[config.mk]
export PLATFORM = sky130hd
export DESIGN_NAME = serprog_seq
export DESIGN_NICKNAME = d
export VERILOG_FILES = /design/src/rtl/serprog_seq.sv
export SDC_FILE = /design/constraint.sdc
export NUM_CORES = 1
export LEC_CHECK = 0
export BUFFER_PORTS_ARGS = -buffer_cell sky130_fd_sc_hd__buf_2
export CAP_MARGIN = 20
export CORE_MARGIN = 8
export CORE_UTILIZATION = 45
export DETAILED_ROUTE_END_ITERATION = 12
export GPL_TIMING_DRIVEN = 1
export PLACE_DENSITY = 0.62
export SLEW_MARGIN = 15
export SYNTH_ARGS = -nofsm -noshare
export SYNTH_HDL_FRONTEND = slang
export SYNTH_SLANG_ARGS = --single-unit
[constraint.sdc]
create_clock -name clk -period 6.6 [get_ports clk]
set_input_delay 0.66 -clock clk [delete_from_list [all_inputs] [get_ports clk]]
set_output_delay 0.66 -clock clk [all_outputs]
set_load 0.02 [all_outputs]
[src/rtl/serprog_seq.sv]
module serprog_seq #(
  parameter int T_HALF  = 13,
  parameter int T_GAP   = 125,
  parameter int T_ENTRY = 625,
  parameter int T_PROG  = 312500,
  parameter int T_DPROG = 750000,
  parameter int T_ERASE = 750000
) (
  input  logic        clk,
  input  logic        rst_n,
  input  logic        req_valid,
  input  logic [1:0]  req_kind,
  input  logic [5:0]  req_cmd,
  input  logic [13:0] req_data,
  output logic        busy,
  output logic        done,
  output logic        err,
  output logic [13:0] rd_data,
  output logic        mode_en,
  output logic        pclk,
  output logic        pdat_o,
  output logic        pdat_oe,
  input  logic        pdat_i
);
  localparam int M1 = (T_PROG > T_DPROG) ? T_PROG : T_DPROG;
  localparam int M2 = (M1 > T_ERASE) ? M1 : T_ERASE;
  localparam int M3 = (M2 > T_ENTRY) ? M2 : T_ENTRY;
  localparam int M4 = (M3 > T_GAP) ? M3 : T_GAP;
  localparam int MX = (M4 > T_HALF) ? M4 : T_HALF;
  localparam int TW = $clog2(MX + 1);

  localparam logic [1:0] K_RAW = 2'd0, K_ERASE = 2'd1, K_PROG = 2'd2, K_ENTRY = 2'd3;

  typedef enum logic [2:0] {S_IDLE, S_ENTRY, S_CMD, S_GAP, S_DATA, S_POST} st_t;

  function automatic logic f_has(input logic [5:0] c);
    return c[3:0] inside {4'h0, 4'h2, 4'h3, 4'h4, 4'h5};
  endfunction
  function automatic logic f_rd(input logic [5:0] c);
    return c[3:0] inside {4'h4, 4'h5};
  endfunction
  function automatic logic f_ld(input logic [5:0] c);
    return c[3:0] inside {4'h0, 4'h2, 4'h3};
  endfunction
  function automatic logic f_beg(input logic [5:0] c);
    return c[4:0] == 5'b01000;
  endfunction
  function automatic logic f_era(input logic [5:0] c);
    return c[3:0] inside {4'h9, 4'hB};
  endfunction
  function automatic logic [5:0] f_step(input logic [1:0] k, input logic [1:0] s, input logic [5:0] raw);
    logic [5:0] r;
    r = raw;
    if (k == K_ERASE) r = (s == 2'd0) ? 6'h02 : 6'h09;
    else if (k == K_PROG) begin
      case (s)
        2'd0:    r = 6'h02;
        2'd1:    r = 6'h08;
        2'd2:    r = 6'h04;
        default: r = 6'h06;
      endcase
    end
    return r;
  endfunction

  st_t         st;
  logic [TW-1:0] tmr, post_m1;
  logic        hi, loaded, dmem;
  logic [3:0]  bitn;
  logic [1:0]  kind, step;
  logic [5:0]  cmd, nxt_cmd;
  logic [13:0] wdata, sdata;
  logic [15:0] rx, dframe;
  logic        tick, rdc, mism, last_step, reject, launch;

  assign tick    = (tmr == '0);
  assign rdc     = f_rd(cmd);
  assign sdata   = (kind == K_ERASE) ? 14'h3FFF : wdata;
  assign dframe  = {1'b0, sdata, 1'b0};
  assign mism    = (rx[14:1] != wdata);
  assign rd_data = rx[14:1];
  assign busy    = (st != S_IDLE);
  assign pclk    = (st == S_CMD || st == S_DATA) && hi;
  assign pdat_oe = !(st == S_DATA && rdc);
  assign pdat_o  = (st == S_CMD) ? cmd[bitn[2:0]] :
                   (st == S_DATA && !rdc) ? dframe[bitn] : 1'b0;

  assign last_step = (kind == K_RAW) || (kind == K_ERASE && step == 2'd1) ||
                     (kind == K_PROG && (step == 2'd3 || (step == 2'd2 && mism)));
  assign nxt_cmd = (st == S_IDLE) ? f_step(req_kind, 2'd0, req_cmd) : f_step(kind, step + 2'd1, cmd);
  assign reject  = (req_kind == K_RAW) && f_beg(req_cmd) && !loaded;
  assign launch  = (st == S_IDLE && req_valid && req_kind != K_ENTRY && !reject) ||
                   (st == S_POST && tick && !last_step);

  always_comb begin
    if (f_beg(cmd))      post_m1 = dmem ? TW'(T_DPROG - 1) : TW'(T_PROG - 1);
    else if (f_era(cmd)) post_m1 = TW'(T_ERASE - 1);
    else                 post_m1 = TW'(T_GAP - 1);
  end

  always_ff @(posedge clk or negedge rst_n) begin
    if (!rst_n) begin
      st <= S_IDLE; tmr <= '0; hi <= 1'b0; bitn <= '0; kind <= K_RAW; step <= '0;
      cmd <= '0; wdata <= '0; rx <= '0; loaded <= 1'b0; dmem <= 1'b0;
      done <= 1'b0; err <= 1'b0; mode_en <= 1'b0;
    end else begin
      done <= 1'b0;
      case (st)
        S_IDLE: if (req_valid) begin
          if (req_kind == K_ENTRY) begin
            st <= S_ENTRY; mode_en <= 1'b1; loaded <= 1'b0; tmr <= TW'(T_ENTRY - 1);
          end else if (reject) begin
            done <= 1'b1; err <= 1'b1;
          end else begin
            kind <= req_kind; step <= '0; wdata <= req_data;
          end
        end
        S_ENTRY: if (tick) begin st <= S_IDLE; done <= 1'b1; err <= 1'b0; end
                 else tmr <= tmr - 1'b1;
        S_CMD, S_DATA: begin
          if (!tick) tmr <= tmr - 1'b1;
          else if (hi) begin
            hi <= 1'b0; tmr <= TW'(T_HALF - 1);
            if (st == S_DATA && rdc) rx[bitn] <= pdat_i;
          end else if (bitn == ((st == S_CMD) ? 4'd5 : 4'd15)) begin
            if (st == S_CMD && f_has(cmd)) begin st <= S_GAP; tmr <= TW'(T_GAP - 1); end
            else begin st <= S_POST; tmr <= post_m1; end
          end else begin
            bitn <= bitn + 4'd1; hi <= 1'b1; tmr <= TW'(T_HALF - 1);
          end
        end
        S_GAP: if (tick) begin st <= S_DATA; bitn <= '0; hi <= 1'b1; tmr <= TW'(T_HALF - 1); end
               else tmr <= tmr - 1'b1;
        S_POST: if (tick) begin
          if (last_step) begin st <= S_IDLE; done <= 1'b1; err <= (kind == K_PROG) && mism; end
          else step <= step + 2'd1;
        end else tmr <= tmr - 1'b1;
        default: st <= S_IDLE;
      endcase
      if (launch) begin
        st <= S_CMD; cmd <= nxt_cmd; bitn <= '0; hi <= 1'b1; tmr <= TW'(T_HALF - 1);
        if (f_ld(nxt_cmd)) begin loaded <= 1'b1; dmem <= (nxt_cmd[3:0] == 4'h3); end
        if (f_beg(nxt_cmd)) loaded <= 1'b0;
      end
    end
  end

  AST_CLK_NEEDS_BUSY: assert property (@(posedge clk) disable iff (!rst_n) pclk |-> busy);
  AST_DAT_STABLE_HIGH: assert property (@(posedge clk) disable iff (!rst_n) pclk && $past(pclk) |-> $stable(pdat_o));
  AST_DAT_STABLE_FALL: assert property (@(posedge clk) disable iff (!rst_n) $fell(pclk) |-> $stable(pdat_o));
  AST_RELEASE_ONLY_BUSY: assert property (@(posedge clk) disable iff (!rst_n) !pdat_oe |-> busy);
  AST_DONE_ONE_CYCLE: assert property (@(posedge clk) disable iff (!rst_n) done |=> !done);
  AST_BUSY_FALL_DONE: assert property (@(posedge clk) disable iff (!rst_n) $fell(busy) |-> done);
  AST_MODE_HOLDS: assert property (@(posedge clk) disable iff (!rst_n) mode_en |=> mode_en);
  AST_ENTRY_QUIET: assert property (@(posedge clk) disable iff (!rst_n) $rose(mode_en) |-> !pclk && !pdat_o);
endmodule

==> impl_metrics.tcl <==
set metrics [dict create \
    clk_latency_ns 0.36 \
    cp.required_ns 6.84 \
    gp_congestion 0.927 \
    drv_cap 0 \
    path_class "flip-flop to flip-flop" \
    dr.pass1.iters 5 \
    grt_setup_unrepaired "false" \
    clkSinkCount 71 \
    wl_um 11700 \
    synth_warnings 0 \
    timing.rr.start "tmr[0]" \
    grt.overflow.total 0 \
    grt_pass1_wl_um 19400 \
    post_cts_resized 0 \
    peakVddDrop_v 0.0000804 \
    dieWidth_um 117 \
    dieArea_sq_mm 0.0136 \
    drt_iter0_markers 275 \
    dp_hpwl_um 8510 \
    yosysMostFrequentCell "dfrtp_1" \
    worst_r2r_endpoint "tmr[8]" \
    worstHoldStart "mode_en" \
    portBuffers 46 \
    seqPwrFrac 0.532 \
    pin_count 47 \
    min_to "mode_en" \
    p_sw_uw 194 \
    synth.distinct_cells 77 \
    setup_slack_ns 3.47 \
    post_synth_instance_area_sq_mm 0.00456 \
    cts_tree "done" \
    cts_hold_buf 0 \
    combPwrFrac 0.037 \
    cp-end-kind "flip-flop" \
    fin_skew_ns 0.00886 \
    seq_area_frac_synth 0.390 \
    drc 0 \
    synthCells 477 \
    fin_cells 653 \
    synth-edff-count 0 \
    crit_arrival_ns 3.37 \
    tightest_slew_ns 0.948 \
    nets 551 \
    cts.reportedPaths.clkPinSlew_ns 0.08 \
    r2r_setup_slack_ns 3.47 \
    status "completed" \
    syn_nets 513 \
    antenna_found_initial 0 \
    switching_share 0.235 \
    fin_crit_ns 3.13 \
    min_period_over_period 0.474 \
    die_height_um 117 \
    ant_nets 0 \
    routedWlPerCell_um 18.0 \
    synth_top_area_frac 0.390 \
    area_growth_pct 11.0 \
    core-area_sq_mm 0.00982 \
    whs_path_depth 1 \
    grt_max_degree 72 \
    p_leak_uw 0.00236 \
    grt_pass1_vias 3747 \
    ys_ff_latch 71 \
    cts_buffers 9 \
    place_ws_ns 3.40 \
    avgSynthCellArea_sq_um 9.56 \
    synth_top_area_cell "dfrtp_1" \
    power.density_mw_per_mm2 163 \
    synth_flop_cell "dfrtp_1" \
    crit_path_start_kind "flip-flop" \
    vias 3801 \
    clock_path_buffers 2 \
    max_slew_margin 0.368 \
    row_count 36 \
    hp-class "flip-flop to flip-flop" \
    clock_power_share 0.432 \
    clockRootBuffer "clkbuf_8" \
    synthTopCellsByCount "71 x dfrtp_1, 42 x nor2_1, 40 x nand2_1" \
    finalSetupTns_ns 0 \
    setup_viol 0 \
    num_antenna_cells 0 \
    rr_worst_depth 9 \
    routed_via_density 5.82 \
    async_reset_ff_frac 1.00 \
    fmax_mhz 320 \
    start_util 0.464 \
    dp.cells 637 \
    cts_setup_buffers 0 \
    maxSlewViolCount 0 \
    grt_usage 0.183 \
    p_int_uw 632 \
    layout-drive-gt1-share 0.208 \
    htree_levels 3 \
    path_max_fanout 20 \
    netlist_top_cells_area "dfrtp_1 39%, mux2_2 4.4%, mux2_1 4.2%" \
    finalHoldViolations 0 \
]
==> logic make-up after synthesis <==
group,share of synthesized area
and+or+nand+nor,0.214
DFF,0.390
AOI/OAI and AO/OA,0.184
buffers and inverters,0.0365
adders and majority gates,0.0274
muxes,0.110
xor gates and xnor gates,0.0384
==> final cells by class <==
cell class,count,area (sq um)
Fill cell,942,4760
Multi-Input combinational cell,370,2620
Sequential cell,71,1780
Timing Repair Buffer,48,245
Tap cell,133,166
Clock buffer,11,141
Clock inverter,5,57.6
Inverter,15,56.3
==> worst max-delay path, stage by stage (launching register included) <==
cell,delay (ns)
dfrtp_1,0.43
inv_1,0.08
ha_1,0.25
nor4b_4,0.29
nand4_2,0.22
or3_4,0.44
o21ba_1,0.51
a22oi_4,0.45
nor4_2,0.07
a211o_1,0.28
==> worst max path at each step <==
stage / cells after the start / startpoint / slack (ns) / end
2_1_floorplan: 4 / bitn[0] / 4.14 / pdat_o
3_3_place_gp: 8 / req_kind[1] / 3.49 / tmr[16]
3_5_place_dp: 8 / req_kind[1] / 3.40 / tmr[16]
4_1_cts: 5 / bitn[0] / 3.50 / pdat_o
5_1_grt: 9 / tmr[0] / 3.30 / tmr[8]
6_report: 9 / tmr[0] / 3.47 / tmr[8]
==> flip-flops by register name, indices dropped and copies added, names as in the netlist <==
name     cells
rx          14
dmem         1
err          1
step         2
tmr         20
bitn         4
wdata       14
hi           1
done         1
cmd          6
st           3
kind         2
loaded       1
mode_en      1
==> cell usage in the layout (no fill, tap or decap), types with 6 or more instances in the layout <==
cell type  Yosys  final
nand2b_1       6      6
xnor2_1       17     17
a22o_1         6      6
clkbuf_8       0     10
mux2_2        18     18
o21ai_1       14     14
buf_2          7     46
mux2_1        17     17
ha_1          10     10
a21o_1        10     10
inv_1         15     15
nand3_1       11     11
nor3_1        22     22
a21oi_1       26     26
nor2_1        42     42
o21ai_0       14     14
dfrtp_1       71     71
nand2_1       40     40
o31ai_1        7      7
==> layer usage <==
| metal | vias up | wire (um) | GRT usage |
|---|---|---|---|
| li1 | 1823 | - | - |
| met1 | 1845 | 5670 | 0.258 |
| met2 | 121 | 5290 | 0.275 |
| met3 | 12 | 593 | 0.0269 |
| met4 | 0 | 191 | 0.0734 |
| met5 | - | 0 | 0 |
==> metrics by stage <==
| stage | instance area [sq um] | power [uW] | util | hold slack (ns) |
|---|---|---|---|---|
| 3_5_place_dp | 4860 | 479 | 0.495 | 0.471 |
| 3_3_place_gp | 4860 | 478 | 0.495 | 0.461 |
| 4_1_cts | 5060 | 838 | 0.515 | 0.495 |
| 2_1_floorplan | 4560 | 457 | - | 0.364 |
| 6_report | 5060 | 826 | 0.515 | 0.485 |
| 5_1_grt | 5060 | 860 | 0.515 | 0.514 |
==> power by group through the flow <==
stage / Clock, uW / Sequential [uW] / Combinational (uW)
5_1_grt: 386 / 440 / 34.5
3_3_place_gp: 0 / 448 / 30.5
4_1_cts: 368 / 439 / 30.9
2_1_floorplan: 0 / 447 / 9.99
6_report: 356 / 439 / 30.2
3_5_place_dp: 0 / 448 / 30.9
Power figures use the tool's default switching activity.
